===== config.mk =====
export PLATFORM = sky130hd
export DESIGN_NAME = cop_ctrl
export DESIGN_NICKNAME = d
export VERILOG_FILES = /design/src/rtl/cop_pkg.sv /design/src/rtl/cop_run_fsm.sv /design/src/rtl/cop_flag_bank.sv /design/src/rtl/cop_pc_unit.sv /design/src/rtl/cop_ctrl.sv
export SDC_FILE = /design/constraint.sdc
export NUM_CORES = 1
export LEC_CHECK = 0
export BUFFER_PORTS_ARGS = -buffer_cell sky130_fd_sc_hd__clkbuf_2
export CAP_MARGIN = 10
export CORE_AREA = 8 8 86 88
export DETAILED_ROUTE_END_ITERATION = 12
export DIE_AREA = 0 0 94 96
export PLACE_DENSITY = 0.81
export SLEW_MARGIN = 20
export SYNTH_ARGS = -nofsm -noshare
export SYNTH_HDL_FRONTEND = slang
export SYNTH_HIERARCHICAL = 1
export SYNTH_SLANG_ARGS = --single-unit

===== constraint.sdc =====
create_clock -name clk -period 1.99 [get_ports clk]
set_clock_uncertainty 0.1 [all_clocks]
set_input_delay 0.199 -clock clk [delete_from_list [all_inputs] [get_ports clk]]
set_output_delay 0.199 -clock clk [all_outputs]
set_load 0.03 [all_outputs]

===== src/rtl/cop_pkg.sv =====
package cop_pkg;
    typedef enum logic [0:0] {
        ST_HALTED  = 1'b0,
        ST_RUNNING = 1'b1
    } run_state_t;

    localparam int OFS_STATUS = 'h10;
    localparam int OFS_DFULL  = 'h14;
    localparam int OFS_DBUSY  = 'h18;
    localparam int OFS_SEMA   = 'h1C;
    localparam int OFS_PC     = 'h20;

    localparam int WB_CLR_HALT  = 0;
    localparam int WB_SET_HALT  = 1;
    localparam int WB_CLR_BROKE = 2;
    localparam int WB_CLR_IRQ   = 3;
    localparam int WB_SET_IRQ   = 4;
    localparam int WB_CLR_SSTEP = 5;
    localparam int WB_SET_SSTEP = 6;
    localparam int WB_CLR_IOB   = 7;
    localparam int WB_SET_IOB   = 8;
    localparam int WB_SIG_BASE  = 9;

    localparam int RB_HALT     = 0;
    localparam int RB_BROKE    = 1;
    localparam int RB_DBUSY    = 2;
    localparam int RB_DFULL    = 3;
    localparam int RB_SSTEP    = 4;
    localparam int RB_IOB      = 5;
    localparam int RB_SIG_BASE = 6;
endpackage


===== src/rtl/cop_run_fsm.sv =====
module cop_run_fsm
    import cop_pkg::*;
(
    input  logic clk,
    input  logic rst_n,
    input  logic cmd_set,
    input  logic cmd_clr,
    input  logic brk,
    output logic halted
);
    run_state_t state_q, state_d;

    always_ff @(posedge clk or negedge rst_n) begin
        if (!rst_n) state_q <= ST_HALTED;
        else        state_q <= state_d;
    end

    always_comb begin
        state_d = state_q;
        unique case (state_q)
            ST_HALTED:  if (cmd_clr && !cmd_set) state_d = ST_RUNNING;        // T_RESUME
            ST_RUNNING: if (brk || (cmd_set && !cmd_clr)) state_d = ST_HALTED; // T_STOP
            default:    state_d = ST_HALTED;
        endcase
    end

    always_comb halted = (state_q == ST_HALTED);

    assert_brk_halts_R3: assert property (@(posedge clk) disable iff (!rst_n)
        (state_q == ST_RUNNING && brk) |=> (state_q == ST_HALTED));
endmodule


===== src/rtl/cop_flag_bank.sv =====
module cop_flag_bank #(
    parameter int N = 10
) (
    input  logic         clk,
    input  logic         rst_n,
    input  logic [N-1:0] set_cmd,
    input  logic [N-1:0] clr_cmd,
    output logic [N-1:0] q
);
    for (genvar i = 0; i < N; i++) begin : g_flag
        always_ff @(posedge clk or negedge rst_n) begin
            if (!rst_n)                           q[i] <= 1'b0;
            else if (set_cmd[i] && !clr_cmd[i])   q[i] <= 1'b1;
            else if (clr_cmd[i] && !set_cmd[i])   q[i] <= 1'b0;
        end

        assert_flag_both_R2: assert property (@(posedge clk) disable iff (!rst_n)
            (set_cmd[i] && clr_cmd[i]) |=> $stable(q[i]));
    end
endmodule


===== src/rtl/cop_pc_unit.sv =====
module cop_pc_unit #(
    parameter int PC_W = 12
) (
    input  logic            clk,
    input  logic            rst_n,
    input  logic            halted,
    input  logic            wr_req,
    input  logic [PC_W-1:0] wr_val,
    input  logic            step,
    output logic [PC_W-1:0] pc
);
    localparam logic [PC_W-1:0] PC_MASK = {{(PC_W-2){1'b1}}, 2'b00};
    localparam logic [PC_W-1:0] PC_INC  = PC_W'(4);

    logic [PC_W-1:0] pc_q, npc_q;

    always_ff @(posedge clk or negedge rst_n) begin
        if (!rst_n) begin
            pc_q  <= '0;
            npc_q <= '0;
        end else if (halted && wr_req) begin
            pc_q  <= wr_val & PC_MASK;
            npc_q <= wr_val & PC_MASK;
        end else if (!halted && step) begin
            pc_q  <= npc_q;
            npc_q <= (npc_q + PC_INC) & PC_MASK;
        end
    end

    assign pc = pc_q;

    assert_pc_locked_R7: assert property (@(posedge clk) disable iff (!rst_n)
        (wr_req && !halted && !step) |=> $stable(pc_q));
endmodule


===== src/rtl/cop_ctrl.sv =====
module cop_ctrl
    import cop_pkg::*;
#(
    parameter int ADDR_W = 6,
    parameter int DATA_W = 32,
    parameter int PC_W   = 12,
    parameter int NSIG   = 8
) (
    input  logic              clk,
    input  logic              rst_n,
    input  logic              req_valid,
    input  logic              req_write,
    input  logic [ADDR_W-1:0] req_addr,
    input  logic [DATA_W-1:0] req_wdata,
    input  logic              step_i,
    input  logic              brk_i,
    input  logic              dma_full_i,
    input  logic              dma_busy_i,
    output logic              rsp_valid,
    output logic [DATA_W-1:0] rsp_data,
    output logic              halted_o,
    output logic              sstep_o,
    output logic [NSIG-1:0]   signal_o,
    output logic              irq_o,
    output logic [PC_W-1:0]   pc_o,
    output logic              err_o
);
    localparam int NFLAG = 2 + NSIG;
    localparam int FI_SSTEP = 0;
    localparam int FI_IOB   = 1;

    logic rd, wr, hit_status, hit_dfull, hit_dbusy, hit_sema, hit_pc, mapped;
    always_comb begin
        rd         = req_valid && !req_write;
        wr         = req_valid && req_write;
        hit_status = (int'(req_addr) == OFS_STATUS);
        hit_dfull  = (int'(req_addr) == OFS_DFULL);
        hit_dbusy  = (int'(req_addr) == OFS_DBUSY);
        hit_sema   = (int'(req_addr) == OFS_SEMA);
        hit_pc     = (int'(req_addr) == OFS_PC);
        mapped     = hit_status || hit_dfull || hit_dbusy || hit_sema || hit_pc;
    end

    logic wr_status;
    assign wr_status = wr && hit_status;

    // run state
    logic halted, brk_run;
    cop_run_fsm u_fsm (
        .clk     (clk),
        .rst_n   (rst_n),
        .cmd_set (wr_status && req_wdata[WB_SET_HALT]),
        .cmd_clr (wr_status && req_wdata[WB_CLR_HALT]),
        .brk     (brk_i),
        .halted  (halted)
    );
    assign brk_run = brk_i && !halted;

    // plain flags: single-step, interrupt-on-break, signals
    logic [NFLAG-1:0] fset, fclr, flags;
    always_comb begin
        fset = '0;
        fclr = '0;
        fset[FI_SSTEP] = wr_status && req_wdata[WB_SET_SSTEP];
        fclr[FI_SSTEP] = wr_status && req_wdata[WB_CLR_SSTEP];
        fset[FI_IOB]   = wr_status && req_wdata[WB_SET_IOB];
        fclr[FI_IOB]   = wr_status && req_wdata[WB_CLR_IOB];
    end
    for (genvar k = 0; k < NSIG; k++) begin : g_sig_cmd
        assign signal_cmd_set[k] = wr_status && req_wdata[WB_SIG_BASE + 2*k + 1];
        assign signal_cmd_clr[k] = wr_status && req_wdata[WB_SIG_BASE + 2*k];
    end
    logic [NSIG-1:0] signal_cmd_set, signal_cmd_clr;
    logic [NFLAG-1:0] fset_all, fclr_all;
    assign fset_all = fset | {signal_cmd_set, 2'b00};
    assign fclr_all = fclr | {signal_cmd_clr, 2'b00};

    cop_flag_bank #(.N(NFLAG)) u_flags (
        .clk     (clk),
        .rst_n   (rst_n),
        .set_cmd (fset_all),
        .clr_cmd (fclr_all),
        .q       (flags)
    );

    // broke, interrupt, semaphore, error
    logic broke_q, irq_q, sem_q, err_q;
    logic irq_set, irq_clr;
    always_comb begin
        irq_set = (wr_status && req_wdata[WB_SET_IRQ] && !req_wdata[WB_CLR_IRQ])
                  || (brk_run && flags[FI_IOB]);
        irq_clr = wr_status && req_wdata[WB_CLR_IRQ] && !req_wdata[WB_SET_IRQ];
    end

    always_ff @(posedge clk or negedge rst_n) begin
        if (!rst_n) begin
            broke_q <= 1'b0;
            irq_q   <= 1'b0;
            sem_q   <= 1'b0;
            err_q   <= 1'b0;
        end else begin
            if (brk_run)                                   broke_q <= 1'b1;
            else if (wr_status && req_wdata[WB_CLR_BROKE]) broke_q <= 1'b0;
            if (irq_set)      irq_q <= 1'b1;
            else if (irq_clr) irq_q <= 1'b0;
            if (rd && hit_sema)      sem_q <= 1'b1;
            else if (wr && hit_sema) sem_q <= 1'b0;
            if (req_valid && !mapped) err_q <= 1'b1;
        end
    end

    // program counter
    logic [PC_W-1:0] pc;
    cop_pc_unit #(.PC_W(PC_W)) u_pc (
        .clk    (clk),
        .rst_n  (rst_n),
        .halted (halted),
        .wr_req (wr && hit_pc),
        .wr_val (req_wdata[PC_W-1:0]),
        .step   (step_i),
        .pc     (pc)
    );

    // read port
    logic [DATA_W-1:0] status_word, rd_mux;
    always_comb begin
        status_word = '0;
        status_word[RB_HALT]  = halted;
        status_word[RB_BROKE] = broke_q;
        status_word[RB_DBUSY] = dma_busy_i;
        status_word[RB_DFULL] = dma_full_i;
        status_word[RB_SSTEP] = flags[FI_SSTEP];
        status_word[RB_IOB]   = flags[FI_IOB];
        for (int k = 0; k < NSIG; k++) status_word[RB_SIG_BASE + k] = flags[2 + k];
        rd_mux = '0;
        if (hit_status)    rd_mux = status_word;
        else if (hit_dfull) rd_mux[0] = dma_full_i;
        else if (hit_sema)  rd_mux[0] = sem_q;
        else if (hit_pc)    rd_mux[PC_W-1:0] = pc;
    end

    always_ff @(posedge clk or negedge rst_n) begin
        if (!rst_n) begin
            rsp_valid <= 1'b0;
            rsp_data  <= '0;
        end else begin
            rsp_valid <= rd;
            if (rd) rsp_data <= rd_mux;
        end
    end

    assign halted_o = halted;
    assign sstep_o  = flags[FI_SSTEP];
    assign signal_o = flags[NFLAG-1:2];
    assign irq_o    = irq_q;
    assign pc_o     = pc;
    assign err_o    = err_q;

    assert_broke_src_R3: assert property (@(posedge clk) disable iff (!rst_n)
        $rose(broke_q) |-> $past(brk_i));
    assert_irq_both_R4: assert property (@(posedge clk) disable iff (!rst_n)
        (wr_status && req_wdata[WB_SET_IRQ] && req_wdata[WB_CLR_IRQ] && !brk_run)
        |=> $stable(irq_q));
    assert_sem_take_R6: assert property (@(posedge clk) disable iff (!rst_n)
        (rd && hit_sema) |=> sem_q);
    assert_err_sticky_R9: assert property (@(posedge clk) disable iff (!rst_n)
        err_q |=> err_q);
    assert_read_valid_R10: assert property (@(posedge clk) disable iff (!rst_n)
        rd |=> rsp_valid);
endmodule


After elaboration in Yosys (flattened, before gate mapping). Index checks and enable logic that the tools add are counted.

Flip-flop bits (word level): 72. Latch bits: 0. RAM bits: 0. ROM bits: 0. Memories: 0.

Add/sub/neg operators: 1. Multiply operators: 0. Div/mod/pow operators: 0. Magnitude comparators: 0. Equal/unequal tests: 5. Shifts and indexed selects: 0. Mux-type cells: 40. Bitwise logic cells: 3. Reductions and logical operators: 106.

Operators with widths (number): $mux W12 (6); $logic_and A1 B1 Y1 (60); $eq A6 B6 Y1 const B (5); $mux W1 (30); $reduce_bool A2 Y1 (14); $logic_not A1 Y1 (26); $mux W11 (2); $or A2 B10 Y10 (2); $add A12 B3 Y12 const B (1); $logic_or A1 B1 Y1 (6); $mux W2 (1); $pmux W1 S2 (1); $not A1 Y1 (1).

Logic depth before layout (Yosys ltp). Gate-level depths: netlist of run 1.

Depth in word-level cells: 8. Gate-level depth with buffers: 8. Depth with buffers taken out: 6.

By module. Netlist of run 1, hierarchy kept.

Modules (own cells, without submodules): cop_ctrl (instances 1, cells an instance 151, area an instance 1273.7 µm², sequential area each 475.5 µm²); cop_pc_unit (instances 1, cells an instance 101, area an instance 1029.7 µm², sequential area each 500.5 µm²); cop_flag_bank (instances 1, cells an instance 40, area an instance 563.0 µm², sequential area each 250.2 µm²); cop_run_fsm (instances 1, cells an instance 5, area an instance 53.8 µm², sequential area each 25.0 µm²).

Worst setup path before layout of run 1. No wires, ideal clock.

Path kind: in2reg. Start: in req_addr[1]. End: reg u_pc.npc_q[7]. Library setup time: 0.131 ns. Data arrival time: 1.722 ns. Required time: 1.759 ns. Slack: 0.037 ns. Cell stages on the path: 8. Path buffers: 2. Cells stage by stage: nor4_4 buf_6 nand2_1 nor2_1 nand2_1 buf_6 o211a_1 or3_1.

Longest elaborated chain between the ends: 4.

Ends and longest elaborated chain: from (decl) (RTL line cop_ctrl.sv:13) `input logic [ADDR_W-1:0] req_addr,`; $eq A6 B6 Y1 * (RTL line cop_ctrl.sv:40) `hit_pc = (int'(req_addr) == OFS_PC);`; $logic_and A1 B1 Y1 * (RTL line cop_ctrl.sv:118) `.wr_req (wr && hit_pc),`; $logic_and A1 B1 Y1 * (RTL line cop_pc_unit.sv:21) `end else if (halted && wr_req) begin`; $mux W12 / $reduce_bool A2 Y1 (equally long branches); to (signal assigned) (RTL line cop_pc_unit.sv:23) `npc_q <= wr_val & PC_MASK;`; to (signal assigned) (RTL line cop_pc_unit.sv:26) `npc_q <= (npc_q + PC_INC) & PC_MASK;`; to (decl) (RTL line cop_pc_unit.sv:15) `logic [PC_W-1:0] pc_q, npc_q;`.

Mark *: on every way between the ends. The rest lies on a longest branch, timed or not. A chain may end at the register's enable or synchronous reset.

Worst setup path after layout of run 1.
Start: in req_addr[1]. End: reg u_flags.q[1].

Longest elaborated chain between the ends: 7.

Ends and longest elaborated chain: $eq A6 B6 Y1 * (RTL line cop_ctrl.sv:36) `hit_status = (int'(req_addr) == OFS_STATUS);`; $logic_and A1 B1 Y1 * (RTL line cop_ctrl.sv:45) `assign wr_status = wr && hit_status;`; $logic_and A1 B1 Y1 * (RTL line cop_ctrl.sv:67) `fclr[FI_IOB] = wr_status && req_wdata[WB_CLR_IOB];`; via fclr[1] (RTL line cop_ctrl.sv:60) `logic [NFLAG-1:0] fset, fclr, flags;`; $or A2 B10 Y10 * (RTL line cop_ctrl.sv:76) `assign fclr_all = fclr | {signal_cmd_clr, 2'b00};`; $logic_not A1 Y1 (RTL line cop_flag_bank.sv:13) `else if (set_cmd[i] && !clr_cmd[i]) q[i] <= 1'b1;`; $logic_and A1 B1 Y1 (RTL line cop_flag_bank.sv:13); $mux W1 / $reduce_bool A2 Y1 (equally long branches); to (signal, indexed assignment) (RTL line cop_flag_bank.sv:12) `if (!rst_n) q[i] <= 1'b0;`; to (signal, indexed assignment) (RTL line cop_flag_bank.sv:13); to (signal, indexed assignment) (RTL line cop_flag_bank.sv:14) `else if (clr_cmd[i] && !set_cmd[i]) q[i] <= 1'b0;`; to (decl) (RTL line cop_flag_bank.sv:8) `output logic [N-1:0] q`.

Mark *: on every way through the listed nets, which the timed path passes. The rest lies on a longest branch.

==> impl_metrics.yaml, run 1 <==
global_routing:
  gr-usage-all-layers: 0.1661
  grt_overflow: 0
  grt_pass1_vias: 2428
  grt_pass1_wl_um: 11960
  grt_max_degree: 26
  antenna_found_initial: 0
worst_setup_path:
  cpMaxStageDelayCell: "nor4_4"
  cp_max_fo: 23
  r2r_slack_ns: 0.31
  critPathCaptureType: "register"
  critPathMaxStageDelay_ns: 0.34
  worstSetupPathType: "in2reg"
  required_ns: 2.08
  path_cells: "clkbuf_2, nor4_4, buf_4, and3_1, inv_1, ha_1, mux2_4"
  cp-start-kind: "input pin"
  cp.arrival_ns: 1.78
cells_and_area:
  synthToLayoutAreaGrowth_pct: 17.95
  stdcell_area_um2: 3445
  multiInputGateArea_um2: 1435
  n_fill_cell: 545
  final_util: 0.5651
  final_nets: 435
  antenna_cells: 0
  seq_area_um2: 1251
  drive_above_1_share: 0.3034
floorplan:
  io_pins: 103
  die_width_um: 94
  rows: 29
  initial_utilization: 0.4791
  dieArea_um2: 9024
  die_y_um: 96
  coreArea_um2: 6096
detailed_routing:
  drtPass1Iterations: 4
  vias_per_cell: 5.577
  wl_um: 7575
  remaining_drc_errors: 0
  drtIter0Drc: 139
  drtAntennaViolNets: 0
  wl_per_cell_um: 16.61
  vias: 2543
clocking:
  clkSinkCount: 50
  numCtsBuffers: 5
  cts_tree: "yes"
  h-tree-depth: 2
  clk_path_buf_depth: 2
  cts-root-buf: "clkbuf_8"
  cts_setup_buffers: 0
  clkSlewWorstSetupHoldPaths_ns: 0.08
  clk_latency_ns: 0.30
timing:
  setup_tns_ns: 0
  setup_violations: 0
  slew_violations: 0
  finalCritPeriodShare: 0.8499
  slew_headroom: 0.6199
  hold_viol: 0
  tightestPinTransition_ns: 0.5701
  fmax_mhz: 591.3
  fin_crit_ns: 1.691
  rsz0062_at_grt: "no"
  whs_ns: 0.03083
  setup_slack_ns: 0.2988
synthesis:
  synth_seq_cells: 50
  synth_edf_count: 0
  synth_cell_types: 47
  synth-async-reset-ratio: 1.000
  netlist_instances: 297
  yosysWarnings: 6
  ys_seq_area_frac: 0.4284
  postSynthAreaPerCell_um2: 9.833
  syn-cell-area_um2: 2920
  synth_flop_cell: "dfrtp_1"
pwr:
  p_per_area_nw_per_um2: 648.5
  ir_drop_v: 0.0004449
  leakagePower_nw: 1.793
flow_run:
  max_cap_viol_count: 0
place:
  place_congestion: 0.8521
  portBuffers: 75
  dpl.hpwl_um: 5917
  dpl-instance-area_um2: 3343
  pre_cts_slack_ns: 0.008016
run_status:
  outcome: "finished clean"
min_path:
  hp-class: "in2reg"
what timing repair did:
| item | 4_1_cts | 5_1_grt |
|---|---|---|
| gates resized for setup | 0 | 0 |
| hold buffers | 1 | 0 |
| hold endpoints to repair | 19 | 0 |
critical path: cells and delay by family:
family | cells | cell delay (ns)
and+or+nand+nor | 2 | 0.52
buffers and inverters | 3 | 0.45
muxes | 1 | 0.31
adders and majority gates | 1 | 0.29
flip-flops by register name, indices dropped and copies added, names as in the netlist:
name and cells:
irq_o 1, err_o 1, sem_q 1, u_flags/q 10
rsp_data 14, u_fsm/state_q 1, u_pc/pc 10, u_pc/npc_q 10
rsp_valid 1, broke_q 1
kinds of logic after synthesis:
kind of cell,count (synthesis),share of synthesized area
AOI/OAI and AO/OA,51,0.1268
DFF,50,0.4284
adders and majority gates,11,0.04713
and+or+nand+nor,120,0.2339
buffers and inverters,51,0.1033
xor gates and xnor gates,1,0.003000
other,2,0.002572
muxes,11,0.05484
cell usage after synthesis, types with 2 or more instances:
cell,n,share of area
dfrtp_1,50,0.43
and3_1,29,0.062
nand3_1,26,0.045
a31oi_1,24,0.051
buf_4,22,0.057
nor2_1,20,0.026
nand2_1,18,0.023
inv_1,16,0.021
ha_1,11,0.047
mux2_4,10,0.051
clkbuf_1,8,0.010
a221o_1,5,0.017
nor2b_1,5,0.011
o31ai_1,4,0.010
or4_1,4,0.010
a21o_1,3,0.0077
o21ai_0,3,0.0051
or3_1,3,0.0064
a21oi_1,2,0.0034
a32o_1,2,0.0069
buf_6,2,0.0077
conb_1,2,0.0026
nand2b_1,2,0.0043
nor3_1,2,0.0034
o211a_1,2,0.0069
final timing paths:
kind	from	end	depth (start not counted)
max in group asynchronous	rst_n	rsp_data[7]	3
max	req_addr[1]	u_flags/q[1]	7
min in group asynchronous	rst_n	u_flags/q[4]	2
max reg2reg	u_fsm/state_q	u_pc/npc_q[11]	4
min	req_write	sem_q	2
min reg2reg	broke_q	broke_q	1
report_power, final:
| group | switching [mW] | internal (mW) | total (mW) |
|---|---|---|---|
| logic | 0.302 | 0.143 | 0.445 |
| clock network | 0.327 | 0.281 | 0.608 |
| registers | 0.0830 | 1.10 | 1.18 |
| total | 0.712 | 1.52 | 2.23 |
stage by stage:
| stage | total power [mW] | instances |
|---|---|---|
| 3_3_place_gp | 1.632 | 447 |
| 4_1_cts | 2.247 | 456 |
| 5_1_grt | 2.330 | 456 |
| 3_5_place_dp | 1.645 | 447 |
| 2_1_floorplan | 1.490 | 315 |
| 6_report | 2.234 | 456 |
layout make-up:
cell class | count | area share
multi-input cells | 214 | 0.4166
flip-flops and latches | 50 | 0.3632
repair buffers | 91 | 0.1482
well taps | 77 | 0.02797
clock buffers | 7 | 0.02506
inverters | 16 | 0.01744
clock inverters | 1 | 0.001453
per-layer routing:
layer  track usage  part of all wire  vias to the layer above  routed length (µm)
met5             0                 0                        -                   0
met4       0.06077             0.021                        0                 159
met3       0.03900             0.080                       13                 608
met2        0.2917              0.50                       92                3802
met1        0.1933              0.40                     1233                3005
li1              -                 -                     1205                   -
cell usage in the layout, fill, tap and decap left out, drive strengths merged, types with 2 or more instances in the layout:
| cell type | instances |
|---|---|
| clkbuf | 82 |
| dfrtp | 50 |
| and3 | 29 |
| nand3 | 27 |
| a31oi | 24 |
| nor2 | 20 |
| conb | 20 |
| nand2 | 18 |
| inv | 16 |
| buf | 15 |
| ha | 11 |
| mux2 | 10 |
| a221o | 6 |
| nor2b | 5 |
| or4 | 4 |
| o31ai | 4 |
| o21ai | 3 |
| a21o | 3 |
| or3 | 3 |
| nand2b | 2 |
| a32o | 2 |
| a21oi | 2 |
| nor3 | 2 |
| o211a | 2 |
| nand3b | 2 |
| nand4b | 2 |
Power figures use the tool's default switching activity.
==> inputs of run 2 (changes only) <==
Settings changed: CORE_AREA 8 8 86 88 to 8 8 90 92, DIE_AREA 0 0 94 96 to 0 0 98 100, PLACE_DENSITY 0.81 to 0.78.
Clock period 1.99 ns to 1.4 ns, I/O delays scaled along.
==> run 2 against run 1 <==
The flow now finishes with violations (negative setup slack); design area up 23%; register-to-register slack worse by 0.41 ns; global-route usage up 1.2 points; combinational power up 89%; clock-buffer cell count down 1; die area up 8.6%; power up 59%; sequential power up 42%; critical path depth up 1; largest cell class unchanged; core utilization up 7.5 points.
==> impl_metrics.yaml, run 2 (synthesis gave the netlist of run 1 again) <==
worst_setup_path:
  critPathCaptureType: "register"
  cp.arrival_ns: 1.61
  cp-start-kind: "input pin"
  crit_family: "buffers and inverters"
  required_ns: 1.50
  path_cells: "buf_6, nor4_4, buf_4, clkbuf_16, and3_1, inv_2, ha_4, mux2_4"
  crit_buf_inv: 4
  cpMaxStageDelayCell: "mux2_4"
  worstSetupPathType: "in2reg"
  critPathMaxStageDelay_ns: 0.29
  cp_max_fo: 7
floorplan:
  die_y_um: 100
  initial_utilization: 0.4395
  rows: 30
  coreArea_um2: 6644
  die_width_um: 98
  dieArea_um2: 9800
  io_pins: 103
clocking:
  cts-root-buf: "clkbuf_8"
  h-tree-depth: 2
  clkSlewWorstSetupHoldPaths_ns: 0.09
  cts_tree: "yes"
  clk_latency_ns: 0.31
  clkSinkCount: 50
  clk_path_buf_depth: 2
  numCtsBuffers: 5
place:
  portBuffers: 75
  pre_cts_slack_ns: -0.4019
  dpl-instance-area_um2: 3632
  place_congestion: 0.9089
  dpl.hpwl_um: 6442
  dpl.cell_count: 476
cells_and_area:
  final_nets: 472
  layout.cells.non_filler: 496
  final_util: 0.6401
  n_fill_cell: 517
  drive_above_1_share: 0.4760
  largest_register: "rsp_data"
  antenna_cells: 0
  stdcell_area_um2: 4253
  largest_reg_flops: 14
  final_cell_mix: "clkbuf_2, dfrtp_1, buf_4, nand3_1, a31oi_1"
  synthToLayoutAreaGrowth_pct: 45.63
  layout_commonest_cell: "clkbuf_2"
detailed_routing:
  drtAntennaViolNets: 0
  vias_per_cell: 5.740
  drtPass1Iterations: 5
  wl_per_cell_um: 19.52
  remaining_drc_errors: 0
  drtIter0Drc: 222
  wl_um: 9682
  vias: 2847
timing:
  fin_crit_ns: 1.510
  setup_violations: 30
  hold_viol: 0
  slew_violations: 0
  whs_ns: 0.02241
  setup_slack_ns: -0.1103
  finalCritPeriodShare: 1.079
  setup_tns_ns: -2.316
  rsz0062_at_grt: "yes"
  fmax_mhz: 662.1
run_status:
  outcome: "complete, but fails checks"
  failed_checks: "negative setup slack"
pwr:
  report.power.total_mw: 3.552
  leakagePower_nw: 2.079
  p_per_area_nw_per_um2: 835.3
  ir_drop_v: 0.0005397
global_routing:
  grt_pass1_vias: 2821
  gr-usage-all-layers: 0.1781
  grt_max_degree: 51
  grt_pass1_wl_um: 14300
  grt_overflow: 0
  antenna_found_initial: 0
min_path:
  hp-class: "in2reg"
flow_run:
  max_cap_viol_count: 0
-- run 2: area by class of cell --
cell class | instances | area [µm²] | share of cell area
tap | 80 | 100.1 | 0.02354
multi-input combinational | 214 | 1772 | 0.4166
clock buffer | 6 | 72.57 | 0.01706
sequential | 50 | 1251 | 0.2942
inverter | 16 | 65.06 | 0.01530
clock inverter | 2 | 37.54 | 0.008826
timing repair buffer | 128 | 954.7 | 0.2245
-- run 2: worst min-delay path, delay by kind of cell --
| kind | cells | cell delay [ns] |
|---|---|---|
| buf+inv | 2 | 0.20 |
| compound gates | 1 | 0.06 |
-- run 2: worst paths after layout --
path                                    start      endpoint  slack [ns]  cells after the start
worst min-delay path                req_write         sem_q        0.02                      3
worst max-delay path              req_addr[1]  u_flags/q[2]       -0.11                      8
worst min register to register   rsp_data[12]  rsp_data[12]        0.39                      2
min in group asynchronous               rst_n  u_flags/q[9]        0.26                      3
max in group asynchronous               rst_n    u_pc/pc[4]        0.70                      3
worst max register to register  u_fsm/state_q    u_pc/pc[2]       -0.10                      6
-- run 2: where the power goes --
part / internal [mW] / total [mW] / switching, mW
sequential: 1.56 / 1.68 / 0.119
clock: 0.534 / 1.03 / 0.495
combinational: 0.325 / 0.843 / 0.518
total: 2.42 / 3.55 / 1.13
-- run 2: per-layer routing --
layer  routed length (µm)  GRT usage  vias up
met1                 3855     0.2194     1428
li1                     -          -     1275
met2                 4881     0.2945      127
met5                    0          0        -
met4                  147    0.04077        0
met3                  798    0.05882       17
-- run 2: repair_timing --
item,4_1_cts,5_1_grt
pin swaps,9,10
cloned,0,3
buffers inserted,3,4
hold buffers,2,1
endpoints found under the hold margin,51,1
endpoints found under the setup margin,27,32
resized for setup,12,60
==> inputs of run 3 (changes only) <==
Settings changed: CORE_AREA 8 8 90 92 to 2 2 84 86, DIE_AREA 0 0 98 100 to 0 0 86 88.
==> run 3 against run 2 <==
First-iteration DRC count decreased by 17%; critical path type unchanged; maximum frequency increased by 1.5%; critical endpoint is now u_flags/q[8]; core utilization decreased by 4.0 points; largest cell class unchanged; the flow still finishes with violations (negative setup slack); clock-buffer cell count decreased by 1; global-route usage increased by 2.2 points.
==> impl_metrics.yaml, run 3 (synthesis gave the netlist of run 1 again) <==
timing:
  fin_crit_ns: 1.489
  setup_violations: 22
  slew_violations: 0
  finalCritPeriodShare: 1.063
  rsz0062_at_grt: "yes"
  fmax_mhz: 671.8
  setup_slack_ns: -0.08858
  whs_ns: 0.02440
  hold_viol: 0
global_routing:
  grt_use_met2: 0.3030
  grt_max_degree: 51
  gr-usage-all-layers: 0.1996
  grt_overflow: 0
  antenna_found_initial: 0
  grt_pass1_wl_um: 11960
  grt_pass1_vias: 2474
  grt_util_met3: 0.04524
  met1_usage: 0.2824
  busiest_layer: "met2"
pwr:
  combPwrFrac: 0.220
  p_int_mw: 2.361
  swShare: 0.3107
  seqPwrFrac: 0.485
  ir_drop_v: 0.0005296
  p_per_area_nw_per_um2: 858.4
  leakagePower_nw: 2.046
  report.power.total_mw: 3.425
  p_switching_mw: 1.064
  p_clk_frac: 0.295
floorplan:
  dieArea_um2: 7568
  initial_utilization: 0.4395
  io_pins: 103
  die_y_um: 88
  die_width_um: 86
  coreArea_um2: 6644
  rows: 30
worst_setup_path:
  worstSetupPathType: "in2reg"
  r2r_slack_ns: -0.08
  cp.arrival_ns: 1.58
  crit_family: "simple AND/OR/NAND/NOR gates"
  critPathMaxStageDelay_ns: 0.33
  timing.rr.end: "u_pc/npc_q[5]"
  critPathCaptureType: "register"
  cpMaxStageDelayCell: "nor4_4"
  path_cells: "buf_6, nor4_4, buf_4, clkbuf_16, and3_1, ha_1, mux2_4"
  worstRegToRegCells: 5
  crit_buf_inv: 3
  cp_max_fo: 7
  cp-start-kind: "input pin"
  required_ns: 1.50
  regToRegStartpoint: "u_fsm/state_q"
place:
  place_congestion: 0.8769
  dpl.hpwl_um: 5696
  pre_cts_slack_ns: -0.4190
  portBuffers: 75
cells_and_area:
  largest_reg_flops: 14
  final_nets: 473
  layout_commonest_cell: "clkbuf_2"
  final_cell_mix: "clkbuf_2, dfrtp_1, buf_4, and3_1, nand3_1"
  synthToLayoutAreaGrowth_pct: 36.63
  n_fill_cell: 548
  antenna_cells: 0
  largest_register: "rsp_data"
  drive_above_1_share: 0.4173
  final_util: 0.6006
clocking:
  cts_tree: "yes"
  numCtsBuffers: 5
  clkSlewWorstSetupHoldPaths_ns: 0.09
  h-tree-depth: 2
  cts-root-buf: "clkbuf_8"
  clk_latency_ns: 0.30
  clk_path_buf_depth: 2
  clkSinkCount: 50
detailed_routing:
  drtPass1Iterations: 4
  drtAntennaViolNets: 0
  remaining_drc_errors: 0
  vias_per_cell: 5.416
  wl_per_cell_um: 15.93
  wl_um: 7918
  vias: 2692
  drtIter0Drc: 184
min_path:
  hold_depth: 3
  hold_start: "req_wdata[8]"
  holdPathEnd: "u_pc/npc_q[8]"
  hp-class: "in2reg"
flow_run:
  max_cap_viol_count: 0
run_status:
  failed_checks: "negative setup slack"
  outcome: "complete, but fails checks"
-- run 3: worst max-delay path by stage --
stage / startpoint / endpoint / slack [ns] / cells after the start
final: req_addr[2] / u_flags/q[8] / -0.09 / 7
after detailed placement: req_addr[2] / u_flags/q[4] / -0.42 / 7
after global placement: req_addr[2] / u_flags/q[5] / -0.38 / 7
after floorplan: req_addr[2] / u_pc/npc_q[7] / -0.33 / 8
after global routing: u_fsm/state_q / u_pc/npc_q[5] / -0.15 / 5
after CTS: req_addr[2] / u_flags/q[4] / -0.08 / 7
-- run 3: cell type report --
cell class | instances | area [µm²] | area share
clock buffers | 5 | 68.82 | 0.01725
clock inverters | 3 | 40.04 | 0.01003
inverters | 16 | 60.06 | 0.01505
multi-input cells | 214 | 1590 | 0.3986
flip-flops and latches | 50 | 1251 | 0.3136
well taps | 80 | 100.1 | 0.02509
repair buffers | 129 | 879.6 | 0.2204
-- run 3: worst min-delay path: cells and delay by family --
family	cells	cell delay [ns]
AO/OA/AOI/OAI	1	0.04
buffers and inverters	1	0.11
AND/OR/NAND/NOR	1	0.10
-- run 3: power by group through the flow --
| stage | sequential [mW] | clock, mW | combinational (mW) |
|---|---|---|---|
| 2_1_floorplan | 1.82 | 0 | 0.301 |
| 3_3_place_gp | 1.68 | 0 | 0.708 |
| 3_5_place_dp | 1.69 | 0 | 0.719 |
| 4_1_cts | 1.66 | 1.04 | 0.728 |
| 5_1_grt | 1.68 | 1.10 | 0.812 |
| 6_report | 1.66 | 1.01 | 0.753 |
-- run 3: layer usage --
layer | up-vias | routed length (µm)
met2 | 117 | 3726
li1 | 1277 | -
met3 | 9 | 557
met4 | 0 | 91
met1 | 1289 | 3543
met5 | - | 0
-- run 3: repair_timing --
| action | 4_1_cts | 5_1_grt |
|---|---|---|
| gates cloned | 0 | 1 |
| endpoints found under the setup margin | 32 | 32 |
| hold endpoints to repair | 51 | 0 |
| resized for setup | 10 | 22 |
| setup buffers | 1 | 9 |
| pin swaps | 8 | 5 |
| hold buffers | 2 | 0 |
-- run 3: through the flow --
step                cell area [µm²]  std cells  TNS, ns
floorplan                      3043        315   -6.616
global placement               3620        476   -10.40
detailed placement             3620        476   -11.96
CTS                            3789        487   -1.070
global route                   3990        497   -2.180
finish                         3990        497  -0.9289
